[config.mk]
export PLATFORM = sky130hd
export DESIGN_NAME = fxtx_line_encoder
export DESIGN_NICKNAME = d
export VERILOG_FILES = /design/src/rtl/fxtx_pkg.sv /design/src/rtl/fxtx_nibble_framer.sv /design/src/rtl/fxtx_scramble_serializer.sv /design/src/rtl/fxtx_nrzi_mlt3.sv /design/src/rtl/fxtx_line_encoder.sv
export SDC_FILE = /design/constraint.sdc
export NUM_CORES = 1
export LEC_CHECK = 0
export ABC_AREA = 1
export CELL_PAD_IN_SITES_DETAIL_PLACEMENT = 2
export CELL_PAD_IN_SITES_GLOBAL_PLACEMENT = 2
export CORE_ASPECT_RATIO = 0.75
export CORE_MARGIN = 2
export CORE_UTILIZATION = 38
export CTS_CLUSTER_DIAMETER = 40
export DETAILED_ROUTE_END_ITERATION = 10
export DONT_BUFFER_PORTS = 1
export HOLD_SLACK_MARGIN = 0.15
export PLACE_DENSITY = 0.73
export SYNTH_ARGS = -nofsm -noshare
export SYNTH_HDL_FRONTEND = slang
export SYNTH_HIERARCHICAL = 1
export SYNTH_SLANG_ARGS = --single-unit
export TNS_END_PERCENT = 20
[constraint.sdc]
create_clock -name clk -period 1.05 [get_ports clk]
set_input_delay 0.1575 -clock clk [delete_from_list [all_inputs] [get_ports clk]]
set_output_delay 0.1575 -clock clk [all_outputs]
set_load 0.02 [all_outputs]
[src/rtl/fxtx_pkg.sv]
package fxtx_pkg;
  localparam int NIB_W = 4;
  localparam int CG_W  = 5;

  typedef logic [CG_W-1:0] cg_t;

  localparam cg_t CG_IDLE = 5'b11111;
  localparam cg_t CG_SSD1 = 5'b11000;
  localparam cg_t CG_SSD2 = 5'b10001;
  localparam cg_t CG_ESD1 = 5'b01101;
  localparam cg_t CG_ESD2 = 5'b00111;
  localparam cg_t CG_ERR  = 5'b00100;

  typedef enum logic [1:0] {FR_IDLE, FR_START2, FR_DATA, FR_END2} fr_state_e;

  function automatic cg_t data_group(input logic [NIB_W-1:0] nib);
    cg_t g;
    unique case (nib)
      4'h0: g = 5'b11110;
      4'h1: g = 5'b01001;
      4'h2: g = 5'b10100;
      4'h3: g = 5'b10101;
      4'h4: g = 5'b01010;
      4'h5: g = 5'b01011;
      4'h6: g = 5'b01110;
      4'h7: g = 5'b01111;
      4'h8: g = 5'b10010;
      4'h9: g = 5'b10011;
      4'hA: g = 5'b10110;
      4'hB: g = 5'b10111;
      4'hC: g = 5'b11010;
      4'hD: g = 5'b11011;
      4'hE: g = 5'b11100;
      default: g = 5'b11101;
    endcase
    return g;
  endfunction
endpackage

[src/rtl/fxtx_nibble_framer.sv]
module fxtx_nibble_framer
  import fxtx_pkg::*;
(
  input  logic             clk,
  input  logic             rst_n,
  input  logic             strobe_i,
  input  logic             tx_en_i,
  input  logic             tx_er_i,
  input  logic [NIB_W-1:0] txd_i,
  output cg_t              cg_o
);
  fr_state_e st_q, st_d;
  cg_t       cg_q, cg_d;

  always_comb begin
    st_d = st_q;
    cg_d = cg_q;
    unique case (st_q)
      FR_IDLE: begin
        if (tx_en_i) begin
          cg_d = CG_SSD1;
          st_d = FR_START2;
        end else begin
          cg_d = CG_IDLE;
        end
      end
      FR_START2: begin
        cg_d = CG_SSD2;
        st_d = FR_DATA;
      end
      FR_DATA: begin
        if (!tx_en_i) begin
          cg_d = CG_ESD1;
          st_d = FR_END2;
        end else if (tx_er_i) begin
          cg_d = CG_ERR;
        end else begin
          cg_d = data_group(txd_i);
        end
      end
      default: begin
        cg_d = CG_ESD2;
        st_d = FR_IDLE;
      end
    endcase
  end

  always_ff @(posedge clk or negedge rst_n) begin
    if (!rst_n) begin
      st_q <= FR_IDLE;
      cg_q <= CG_IDLE;
    end else if (strobe_i) begin
      st_q <= st_d;
      cg_q <= cg_d;
    end
  end

  assign cg_o = cg_q;

  AST_SSD_PAIR: assert property (@(posedge clk) disable iff (!rst_n)
    (strobe_i && cg_q == CG_SSD1) |=> (cg_q == CG_SSD2));
  AST_ESD_PAIR: assert property (@(posedge clk) disable iff (!rst_n)
    (strobe_i && cg_q == CG_ESD1) |=> (cg_q == CG_ESD2));
  AST_ERR_SUBST: assert property (@(posedge clk) disable iff (!rst_n)
    (strobe_i && st_q == FR_DATA && tx_en_i && tx_er_i) |=> (cg_q == CG_ERR));
  AST_IDLE_HOLD: assert property (@(posedge clk) disable iff (!rst_n)
    (strobe_i && st_q == FR_IDLE && !tx_en_i) |=> (cg_q == CG_IDLE));
endmodule

[src/rtl/fxtx_scramble_serializer.sv]
module fxtx_scramble_serializer
  import fxtx_pkg::*;
#(
  parameter int              LFSR_W = 11,
  parameter int              TAP_HI = 11,
  parameter int              TAP_LO = 9,
  parameter logic [LFSR_W-1:0] SEED = '1
)(
  input  logic clk,
  input  logic rst_n,
  input  logic load_i,
  input  cg_t  cg_i,
  output logic sbit_o
);
  logic [LFSR_W-1:0] lfsr_q, lfsr_d;
  cg_t               sh_q, sh_d;
  logic              key;

  always_comb begin
    key    = lfsr_q[TAP_HI-1] ^ lfsr_q[TAP_LO-1];
    lfsr_d = {lfsr_q[LFSR_W-2:0], key};
    sh_d   = load_i ? cg_i : {sh_q[CG_W-2:0], 1'b1};
    sbit_o = sh_q[CG_W-1] ^ key;
  end

  always_ff @(posedge clk or negedge rst_n) begin
    if (!rst_n) begin
      lfsr_q <= SEED;
      sh_q   <= CG_IDLE;
    end else begin
      lfsr_q <= lfsr_d;
      sh_q   <= sh_d;
    end
  end

  AST_LFSR_LIVE: assert property (@(posedge clk) disable iff (!rst_n)
    (lfsr_q != '0));
  AST_LOAD_TAKES: assert property (@(posedge clk) disable iff (!rst_n)
    load_i |=> (sh_q == $past(cg_i)));
endmodule

[src/rtl/fxtx_nrzi_mlt3.sv]
module fxtx_nrzi_mlt3 (
  input  logic              clk,
  input  logic              rst_n,
  input  logic              sbit_i,
  output logic signed [1:0] mlt_o
);
  logic       nrzi_q, nrzi_d;
  logic       nrzi_prev_q;
  logic [1:0] ph_q, ph_d;

  always_comb begin
    nrzi_d = nrzi_q ^ sbit_i;
    ph_d   = ph_q + {1'b0, nrzi_q ^ nrzi_prev_q};
    unique case (ph_q)
      2'd1:    mlt_o = 2'sb01;
      2'd3:    mlt_o = 2'sb11;
      default: mlt_o = 2'sb00;
    endcase
  end

  always_ff @(posedge clk or negedge rst_n) begin
    if (!rst_n) begin
      nrzi_q      <= 1'b0;
      nrzi_prev_q <= 1'b0;
      ph_q        <= 2'd0;
    end else begin
      nrzi_q      <= nrzi_d;
      nrzi_prev_q <= nrzi_q;
      ph_q        <= ph_d;
    end
  end

  AST_MLT_LEVEL: assert property (@(posedge clk) disable iff (!rst_n)
    (mlt_o != 2'sb10));
  AST_MLT_VIA_ZERO: assert property (@(posedge clk) disable iff (!rst_n)
    !$stable(mlt_o) |-> ((mlt_o == 2'sb00) != ($past(mlt_o) == 2'sb00)));
  AST_NRZI_TOGGLE: assert property (@(posedge clk) disable iff (!rst_n)
    sbit_i |=> (nrzi_q != $past(nrzi_q)));
endmodule

[src/rtl/fxtx_line_encoder.sv]
module fxtx_line_encoder
  import fxtx_pkg::*;
#(
  parameter int               LFSR_W = 11,
  parameter int               TAP_HI = 11,
  parameter int               TAP_LO = 9,
  parameter logic [LFSR_W-1:0] SEED  = '1
)(
  input  logic              clk,
  input  logic              rst_n,
  input  logic              tx_en_i,
  input  logic              tx_er_i,
  input  logic [3:0]        txd_i,
  output logic              nib_strobe_o,
  output logic signed [1:0] mlt_o
);
  localparam int CNT_W = $clog2(CG_W);
  localparam logic [CNT_W-1:0] CNT_LAST = CNT_W'(CG_W - 1);

  logic [1:0]       rst_sync_q;
  logic             rst_int_n;
  logic [CNT_W-1:0] cnt_q, cnt_d;
  logic             load;
  cg_t              cg;
  logic             sbit;

  always_ff @(posedge clk or negedge rst_n) begin
    if (!rst_n) rst_sync_q <= 2'b00;
    else        rst_sync_q <= {rst_sync_q[0], 1'b1};
  end
  assign rst_int_n = rst_sync_q[1];

  always_comb begin
    nib_strobe_o = (cnt_q == CNT_LAST);
    load         = (cnt_q == '0);
    cnt_d        = nib_strobe_o ? '0 : cnt_q + 1'b1;
  end

  always_ff @(posedge clk or negedge rst_int_n) begin
    if (!rst_int_n) cnt_q <= '0;
    else            cnt_q <= cnt_d;
  end

  fxtx_nibble_framer u_framer (
    .clk      (clk),
    .rst_n    (rst_int_n),
    .strobe_i (nib_strobe_o),
    .tx_en_i  (tx_en_i),
    .tx_er_i  (tx_er_i),
    .txd_i    (txd_i),
    .cg_o     (cg)
  );

  fxtx_scramble_serializer #(
    .LFSR_W (LFSR_W),
    .TAP_HI (TAP_HI),
    .TAP_LO (TAP_LO),
    .SEED   (SEED)
  ) u_scram (
    .clk    (clk),
    .rst_n  (rst_int_n),
    .load_i (load),
    .cg_i   (cg),
    .sbit_o (sbit)
  );

  fxtx_nrzi_mlt3 u_line (
    .clk    (clk),
    .rst_n  (rst_int_n),
    .sbit_i (sbit),
    .mlt_o  (mlt_o)
  );

  AST_STROBE_SINGLE: assert property (@(posedge clk) disable iff (!rst_int_n)
    nib_strobe_o |=> !nib_strobe_o);
  AST_STROBE_AFTER_LOAD: assert property (@(posedge clk) disable iff (!rst_int_n)
    nib_strobe_o |=> load);
endmodule

==> results.sh, run 1 <==
export IMPL_cp_required_ps=890
export IMPL_rrSetupSlack_ps=-270
export IMPL_vias_per_cell=4.95
export IMPL_ant_nets=0
export IMPL_core_area_um2=3380
export IMPL_numPortBuffers=0
export IMPL_outcome="finished with violations"
export IMPL_grt_ovfl_total=0
export IMPL_fin_skew_ps=9.42
export IMPL_final_common_cell="nand2_1"
export IMPL_gr_max_usage_layer="met2"
export IMPL_synth_avg_cell_area_um2=9.25
export IMPL_dr_first_iter_drc_count=17
export IMPL_yosys_warnings=6
export IMPL_placementRows=18
export IMPL_synth_fa_ha_area_share_pct=6.40
export IMPL_crit_fanout=4
export IMPL_dpl_hpwl_um=2310
export IMPL_cts_buffers=5
export IMPL_synth_top_family_by_area="simple AND/OR/NAND/NOR gates"
export IMPL_die_w_um=73.3
export IMPL_worstPathArrival_ps=1210
export IMPL_hold_viol_final=0
export IMPL_numClockSinks=32
export IMPL_synth_compound_area_share_pct=4.39
export IMPL_switching_power_mw=1.50
export IMPL_drcViolationCount=0
export IMPL_vdd_drop_max_mv=1.67
export IMPL_final_util_pct=54.4
export IMPL_io_pins=11
export IMPL_worst_setup_path_start_kind="register"
export IMPL_final_max_slew_viol_count=0
export IMPL_rsz0062_at_grt="yes"
export IMPL_swShare_pct=34.2
export IMPL_grt_pass1_wl_um=6840
export IMPL_regToRegEndpoint="u_scram/sh_q[3]$_DFF_PN1_"
export IMPL_fin_hold_ws_ps=168
export IMPL_cap_violations=0
export IMPL_max_freq_ghz=0.733
export IMPL_grt_use_met1_pct=28.2
export IMPL_power_leakage_nw=0.874
export IMPL_stdcell_area_um2=1840
export IMPL_p_int_mw=2.88
export IMPL_grt_max_degree=25
export IMPL_critPathKind="reg2out"
export IMPL_fin_nets=193
export IMPL_final_cell_mix="nand2_1 (37), dfstp_2 (21), inv_1 (19)"
export IMPL_dieArea_um2=4100
export IMPL_period_share_pct=130
export IMPL_synth_top_cell_area_share_pct=40.3
export IMPL_die_y_um=56.0
export IMPL_r2r_start="cnt_q[1]$_DFF_PN0_"
export IMPL_grt_pass1_vias=1287
export IMPL_cp_end_kind="primary output"
export IMPL_synth_seq_cells=32
export IMPL_p_comb_share_pct=31.2
export IMPL_grt_use_met3_pct=4.89
export IMPL_hold_path_class="reg2async"
export IMPL_cts_root_buf="clkbuf_8"
export IMPL_synth_area_leader_cell="dfstp_2"
export IMPL_yosys_area_share_simple_pct=19.7
export IMPL_htree_levels=2
export IMPL_synth_area_top_cells="dfstp_2 (40%), dfrtp_1 (20%), nand2_1 (11%)"
export IMPL_syn_area_um2=1370
export IMPL_initial_core_util_pct=40.5
export IMPL_detail_route_wl_per_cell_um=19.9
export IMPL_yosysSeqAreaShare_pct=60.4
export IMPL_seq_power_share_pct=41.6
export IMPL_synth_xor_area_share_pct=0
export IMPL_placed_cell_area_um2=1500
export IMPL_powerDensity_nw_per_um2=2380
export IMPL_mappedNetlistNets=163
export IMPL_clock_power_share_pct=27.2
export IMPL_area_growth_pct=34.4
export IMPL_first_pass_iters=4
export IMPL_layout_setup_ws_ps=-315
export IMPL_antennaDiodeCount=0
export IMPL_worstRegToRegCells=8
export IMPL_antenna_found_initial=0
export IMPL_total_power_mw=4.38
export IMPL_setup_viol=16
export IMPL_gp_congestion=0.794
export IMPL_synth_mux_area_share_pct=0
export IMPL_netlist_instances=148
export IMPL_clk_latency_ps=290
export IMPL_violations="setup timing"
export IMPL_grt_usage_pct=23.3
export IMPL_drive_gt1_share_pct=41.9
export IMPL_wl_um=4360
export IMPL_met2_usage_pct=42.6
export IMPL_vias=1083
export IMPL_clk_pin_slew_ps=80
export IMPL_ys_types=17
export IMPL_cts_tree="built"
export IMPL_period_needed_ps=1360
export IMPL_cts_buffer_depth=2
==> what timing repair did <==
action	CTS	global route
hold endpoints to repair	9	0
resized for setup	24	6
hold buffers	8	0
pin swaps	1	1
buffers inserted	5	0
setup endpoints to repair	15	18
==> stage by stage <==
| stage | cells | TNS (ps) | setup slack (ps) |
|---|---|---|---|
| finish | 219 | -3350 | -315 |
| global route | 219 | -4440 | -365 |
| CTS | 219 | -2040 | -262 |
| detailed placement | 198 | -1840 | -247 |
| global placement | 198 | -982 | -165 |
| floorplan | 148 | -933 | -162 |
==> worst max-delay path: stages (launching register included) <==
cell and delay, ps:
dfrtp_1 400, inv_2 90, ha_4 140, nand2_2 70
inv_4 100, buf_6 120
==> power groups by stage <==
stage / clock network, mW / registers [mW] / logic [mW]
floorplan: 0 / 1.77 / 0.628
global placement: 0 / 1.78 / 0.922
detailed placement: 0 / 1.81 / 0.993
CTS: 1.19 / 1.80 / 1.25
global route: 1.26 / 1.85 / 1.51
finish: 1.19 / 1.82 / 1.37
==> worst max-delay path by stage <==
| stage | start | slack, ps | cells after the start | end |
|---|---|---|---|---|
| floorplan | cnt_q[0]$_DFF_PN0_ | -160 | 9 | u_framer/cg_o[0]$_DFFE_PN1P_ |
| global placement | cnt_q[1]$_DFF_PN0_ | -160 | 9 | u_framer/cg_o[0]$_DFFE_PN1P_ |
| detailed placement | cnt_q[1]$_DFF_PN0_ | -250 | 9 | u_framer/cg_o[0]$_DFFE_PN1P_ |
| CTS | cnt_q[0]$_DFF_PN0_ | -260 | 5 | nib_strobe_o |
| global route | cnt_q[0]$_DFF_PN0_ | -370 | 5 | nib_strobe_o |
| finish | cnt_q[1]$_DFF_PN0_ | -310 | 5 | nib_strobe_o |
==> per-layer routing <==
metal	vias up	share of wire, %	routed length (µm)
li1	501	-	-
met1	559	43	1890
met2	16	53	2320
met3	7	1.9	81
met4	0	1.6	68
met5	-	0	0
==> synth_stat cells <==
library cell	number
nand2_1	41
inv_1	26
dfstp_2	21
dfrtp_1	11
nor2_1	11
nand3_1	9
ha_1	7
a21oi_1	5
o21ai_1	5
nor2_2	3
inv_2	2
o21ai_0	2
buf_6	1
clkbuf_1	1
conb_1	1
nand2_2	1
nor3_1	1
==> final cells by class <==
type / instances / area (µm²)
Inverter: 28 / 110
Fill cell: 338 / 1540
Timing Repair Buffer: 25 / 215
Multi-Input combinational cell: 86 / 526
Sequential cell: 32 / 827
Clock inverter: 3 / 42.5
Tap cell: 40 / 50.0
Clock buffer: 5 / 68.8
==> registers in the layout, indices dropped and copies added (netlist names) <==
| signal | flops |
|---|---|
| cnt_q | 3 |
| rst_sync_q | 2 |
| u_framer/cg_o | 5 |
| u_framer/st_q | 2 |
| u_line/nrzi_prev_q | 1 |
| u_line/nrzi_q | 1 |
| u_line/ph_q | 2 |
| u_scram/lfsr_q | 11 |
| u_scram/sh_q | 5 |
==> kinds of logic (layout without fill, tap and decap cells) <==
logic type / count (synthesis) / in the layout
buffers and inverters: 30 / 61
and+or+nand+nor: 66 / 66
AOI/OAI and AO/OA: 12 / 12
other: 1 / 1
DFF: 32 / 32
adders and majority gates: 7 / 7
Note: power is estimated with default switching activity, not from simulation.
==> inputs of run 2 (changes only) <==
Settings changed: CTS_CLUSTER_SIZE set to 14, RECOVER_POWER set to 50.
==> run 2 against run 1 <==
  * The flow still finishes with violations (setup timing)
  * Setup slack about the same
  * Critical path depth stayed put
  * Register-to-register slack hardly changed
  * Count of clock-buffer cells in the layout is the same
  * Global-route usage stayed put
  * Critical path type unchanged
  * Critical endpoint unchanged
==> results.sh, run 2 (synthesis results as in run 1) <==
export IMPL_regToRegEndpoint="u_scram/sh_q[3]$_DFF_PN1_"
export IMPL_ant_nets=0
export IMPL_die_w_um=73.3
export IMPL_outcome="finished with violations"
export IMPL_final_common_cell="nand2_1"
export IMPL_cts_tree="built"
export IMPL_antenna_found_initial=0
export IMPL_worstPathArrival_ps=1210
export IMPL_worst_setup_path_start_kind="register"
export IMPL_powerDensity_nw_per_um2=2380
export IMPL_tightest_slew_ps=605
export IMPL_io_pins=11
export IMPL_vias=1085
export IMPL_first_pass_iters=4
export IMPL_cts_buffer_depth=2
export IMPL_cp_end_kind="primary output"
export IMPL_placed_cell_area_um2=1500
export IMPL_cp_required_ps=890
export IMPL_cts_root_buf="clkbuf_8"
export IMPL_seq_power_share_pct=41.6
export IMPL_period_needed_ps=1360
export IMPL_drive_gt1_share_pct=39.7
export IMPL_placementRows=18
export IMPL_top_register="u_scram/lfsr_q"
export IMPL_hold_depth=5
export IMPL_period_share_pct=130
export IMPL_cap_violations=0
export IMPL_hold_viol_final=0
export IMPL_wl_um=4350
export IMPL_p_comb_share_pct=31.2
export IMPL_clk_pin_slew_ps=80
export IMPL_rrSetupSlack_ps=-270
export IMPL_numPortBuffers=0
export IMPL_total_power_mw=4.37
export IMPL_crit_fanout=4
export IMPL_maxSlewHeadroom_pct=59.7
export IMPL_grt_usage_pct=23.3
export IMPL_final_seq_area_um2=827
export IMPL_dieArea_um2=4100
export IMPL_largest_reg_flops=11
export IMPL_holdCritStartpoint="txd_i[2]"
export IMPL_layout_setup_ws_ps=-315
export IMPL_switching_power_mw=1.50
export IMPL_r2r_start="cnt_q[1]$_DFF_PN0_"
export IMPL_stdcell_area_um2=1830
export IMPL_hold_end="u_framer/cg_o[4]$_DFFE_PN1P_"
export IMPL_grt_ovfl_total=0
export IMPL_final_max_slew_viol_count=0
export IMPL_dpl_hpwl_um=2310
export IMPL_multi_input_area_um2=526
export IMPL_clock_power_share_pct=27.2
export IMPL_clk_latency_ps=290
export IMPL_fillers=341
export IMPL_core_area_um2=3380
export IMPL_die_y_um=56.0
export IMPL_hold_path_class="in2reg"
export IMPL_area_growth_pct=33.9
export IMPL_fin_nets=193
export IMPL_initial_core_util_pct=40.5
export IMPL_critPathKind="reg2out"
export IMPL_swShare_pct=34.3
export IMPL_violations="setup timing"
export IMPL_numClockSinks=32
export IMPL_vdd_drop_max_mv=1.67
export IMPL_power_leakage_nw=0.871
export IMPL_gp_congestion=0.794
export IMPL_max_freq_ghz=0.733
export IMPL_cts_buffers=5
export IMPL_dr_first_iter_drc_count=23
export IMPL_grt_pass1_wl_um=6840
export IMPL_vias_per_cell=4.95
export IMPL_antennaDiodeCount=0
export IMPL_drcViolationCount=0
export IMPL_setup_viol=16
export IMPL_grt_pass1_vias=1287
export IMPL_detail_route_wl_per_cell_um=19.9
export IMPL_grt_max_degree=25
export IMPL_p_int_mw=2.87
export IMPL_worstRegToRegCells=8
export IMPL_rsz0062_at_grt="yes"
export IMPL_htree_levels=2
export IMPL_final_cell_mix="nand2_1 (37), inv_1 (19), dfstp_2 (18)"
export IMPL_fin_skew_ps=9.45
run 2: critical path: stages (launching register included):
cell	delay, ps
dfrtp_1	400
inv_2	90
ha_4	140
nand2_2	70
inv_4	100
buf_6	120
run 2: worst max-delay path by stage:
stage / from / to / slack (ps) / depth (start not counted)
finish: cnt_q[1]$_DFF_PN0_ / nib_strobe_o / -310 / 5
floorplan: cnt_q[0]$_DFF_PN0_ / u_framer/cg_o[0]$_DFFE_PN1P_ / -160 / 9
global route: cnt_q[0]$_DFF_PN0_ / nib_strobe_o / -370 / 5
CTS: cnt_q[0]$_DFF_PN0_ / nib_strobe_o / -260 / 5
detailed placement: cnt_q[1]$_DFF_PN0_ / u_framer/cg_o[0]$_DFFE_PN1P_ / -250 / 9
global placement: cnt_q[1]$_DFF_PN0_ / u_framer/cg_o[0]$_DFFE_PN1P_ / -160 / 9
run 2: per-stage QoR:
stage	instances	hold slack (ps)	setup slack [ps]	utilization (%)	setup TNS (ps)
global placement	198	-138	-165	44.5	-982
floorplan	148	-138	-162	-	-933
global route	219	237	-365	54.3	-4440
finish	219	189	-315	54.3	-3340
CTS	219	162	-262	54.0	-2040
detailed placement	198	-138	-247	44.5	-1840
run 2: power groups by stage:
stage          Combinational [mW]  Clock [mW]  Sequential, mW
2_1_floorplan               0.628           0            1.77
3_3_place_gp                0.922           0            1.78
3_5_place_dp                0.993           0            1.81
4_1_cts                      1.25        1.19            1.80
5_1_grt                      1.51        1.26            1.85
6_report                     1.36        1.19            1.82
run 2: area by class of cell:
cell class	instances	share of cell area, %
Sequential cell	32	45.1
Multi-Input combinational cell	86	28.7
Timing Repair Buffer	25	11.4
Inverter	28	6.01
Clock buffer	5	3.75
Tap cell	40	2.73
Clock inverter	3	2.32
run 2: timing repair:
item / in CTS / in global routing
endpoints found under the setup margin: 15 / 18
pin swaps: 1 / 1
resized for setup: 24 / 6
endpoints found under the hold margin: 9 / 0
hold buffers: 8 / 0
buffers inserted: 5 / 0
run 2: layer usage:
metal / wire length [µm] / share of wire, % / GRT usage, %
met3: 81 / 1.9 / 4.89
met2: 2320 / 53 / 42.6
met4: 68 / 1.6 / 4.42
met5: 0 / 0 / 0
met1: 1890 / 43 / 28.2
==> inputs of run 3 (changes only) <==
Settings changed: CORE_ASPECT_RATIO 0.75 to 0.5.
==> run 3 against run 2 <==
  * Highest routed layer unchanged
  * Count of clock-buffer cells in the layout rose by 1
  * The run still ends with setup timing left
  * Clock power fell by 13%
  * Sequential power rose by 2%
  * Critical endpoint is now cnt_q[2]$_DFF_PN0_
==> results.sh, run 3 (synthesis results as in run 1) <==
export IMPL_worst_setup_path_start_kind="register"
export IMPL_hold_end="u_framer/cg_o[1]$_DFFE_PN1P_"
export IMPL_die_y_um=46.4
export IMPL_dieArea_um2=4130
export IMPL_final_util_pct=55.7
export IMPL_vias_per_cell=4.76
export IMPL_die_w_um=88.9
export IMPL_critPathKind="reg2reg"
export IMPL_dr_first_iter_drc_count=18
export IMPL_dp_cells=208
export IMPL_rsz0062_at_grt="yes"
export IMPL_worstRegToRegCells=7
export IMPL_worstPathArrival_ps=1660
export IMPL_crit_fanout=2
export IMPL_final_max_slew_viol_count=0
export IMPL_cp_slowest_cell="dfrtp_1"
export IMPL_regToRegEndpoint="cnt_q[2]$_DFF_PN0_"
export IMPL_total_power_mw=4.23
export IMPL_power_leakage_nw=0.919
export IMPL_io_pins=11
export IMPL_wl_um=4850
export IMPL_dpl_hpwl_um=2180
export IMPL_grt_usage_pct=22.9
export IMPL_cts_root_buf="clkbuf_8"
export IMPL_period_needed_ps=1430
export IMPL_hold_depth=4
export IMPL_rrSetupSlack_ps=-380
export IMPL_place_worst_setup_slack_ps=-277
export IMPL_detail_route_wl_per_cell_um=20.8
export IMPL_holdCritStartpoint="tx_en_i"
export IMPL_period_share_pct=136
export IMPL_tightest_slew_ps=745
export IMPL_cts_buffers=5
export IMPL_core_area_um2=3430
export IMPL_vdd_drop_max_mv=1.05
export IMPL_cts_tree="built"
export IMPL_r2r_start="cnt_q[0]$_DFF_PN0_"
export IMPL_crit_top_cell="buf_4"
export IMPL_grt_ovfl_total=0
export IMPL_layout_setup_ws_ps=-381
export IMPL_maxSlewHeadroom_pct=50.3
export IMPL_setup_viol=17
export IMPL_cap_violations=0
export IMPL_vias=1110
export IMPL_largest_reg_flops=11
export IMPL_fin_nets=196
export IMPL_fin_hold_ws_ps=170
export IMPL_final_cell_mix="nand2_1 (30), dfstp_2 (21), inv_1 (17)"
export IMPL_violations="setup timing"
export IMPL_ant_nets=0
export IMPL_fin_skew_ps=16.8
export IMPL_outcome="finished with violations"
export IMPL_top_register="u_scram/lfsr_q"
export IMPL_max_freq_ghz=0.699
export IMPL_slowest_delay_ps=410
export IMPL_drcViolationCount=0
export IMPL_hold_path_class="in2reg"
export IMPL_area_growth_pct=39.7
export IMPL_final_common_cell="nand2_1"
export IMPL_gp_congestion=0.787
export IMPL_antenna_found_initial=0
export IMPL_hold_viol_final=0
export IMPL_crit_chain="buf_4 -> buf_4 -> buf_4 -> ha_1 -> nor2_1 -> nand2_1 -> nand2_1"
export IMPL_fillers=343
export IMPL_grt_max_degree=31
export IMPL_htree_levels=2
export IMPL_cp_end_kind="register"
export IMPL_first_pass_iters=3
export IMPL_instances_no_fill=233
export IMPL_drive_gt1_share_pct=50.0
export IMPL_powerDensity_nw_per_um2=2210
export IMPL_initial_core_util_pct=39.9
export IMPL_clk_latency_ps=290
export IMPL_cp_required_ps=1270
export IMPL_cts_buffer_depth=2
export IMPL_antennaDiodeCount=0
export IMPL_grt_pass1_vias=1200
export IMPL_numPortBuffers=0
export IMPL_grt_pass1_wl_um=6410
export IMPL_placementRows=15
export IMPL_clk_pin_slew_ps=80
export IMPL_numClockSinks=32
==> run 3: changes by cell type in the layout (fill, tap and decap cells not counted), sizes merged <==
cell	change
clkinvlp	-1
clkinv	+1
bufinv	-1
buf	+4
==> run 3: area by class of cell <==
type	instances	area, µm²	area share, %
clock buffer	6	82.6	4.32
timing repair buffer	28	249	13.0
sequential	32	828	43.3
inverter	28	115	6.02
clock inverter	2	10.0	0.524
multi-input combinational	86	563	29.5
tap	51	63.8	3.34
==> run 3: report_power, final <==
part	switching (mW)	internal (mW)	leakage, nW
logic	0.795	0.543	0.523
clock network	0.505	0.524	0.0510
registers	0.245	1.62	0.345
==> run 3: per-stage QoR <==
stage | area (µm²) | TNS, ps
finish | 1910 | -3990
global route | 1910 | -5070
CTS | 1870 | -2250
detailed placement | 1520 | -2160
global placement | 1520 | -1250
floorplan | 1380 | -933
==> run 3: timing repair <==
| item | CTS | global route |
|---|---|---|
| pin swaps | 8 | 4 |
| hold buffers | 8 | 0 |
| hold endpoints to repair | 7 | 0 |
| setup endpoints to repair | 17 | 18 |
| gates cloned | 0 | 1 |
| resized for setup | 33 | 16 |
| setup buffers | 6 | 2 |
==> run 3: layer usage <==
layer / global-route usage, % / up-vias / share of wire [%]
met2: 38.5 / 22 / 52
met4: 11.8 / 0 / 2.6
li1: - / 504 / -
met3: 5.38 / 14 / 2.4
met5: 0 / - / 0
met1: 28.3 / 570 / 43
==> run 3: worst max-delay path: cells and delay by family, from the launching register on <==
kind / cells / cell delay [ps]
and+or+nand+nor: 3 / 320
DFF: 1 / 410
adders and majority gates: 1 / 230
buffers and inverters: 3 / 410
==> run 3: how the worst max path moves through the flow <==
| stage | depth (start not counted) | end | from | slack [ps] |
|---|---|---|---|---|
| 6_report | 7 | cnt_q[2]$_DFF_PN0_ | cnt_q[0]$_DFF_PN0_ | -380 |
| 5_1_grt | 7 | cnt_q[2]$_DFF_PN0_ | cnt_q[0]$_DFF_PN0_ | -420 |
| 4_1_cts | 5 | nib_strobe_o | cnt_q[0]$_DFF_PN0_ | -250 |
| 3_5_place_dp | 6 | u_framer/st_q[1]$_DFFE_PN0P_ | u_framer/st_q[0]$_DFFE_PN0P_ | -280 |
| 3_3_place_gp | 9 | u_framer/cg_o[0]$_DFFE_PN1P_ | cnt_q[1]$_DFF_PN0_ | -180 |
| 2_1_floorplan | 9 | u_framer/cg_o[0]$_DFFE_PN1P_ | cnt_q[0]$_DFF_PN0_ | -160 |
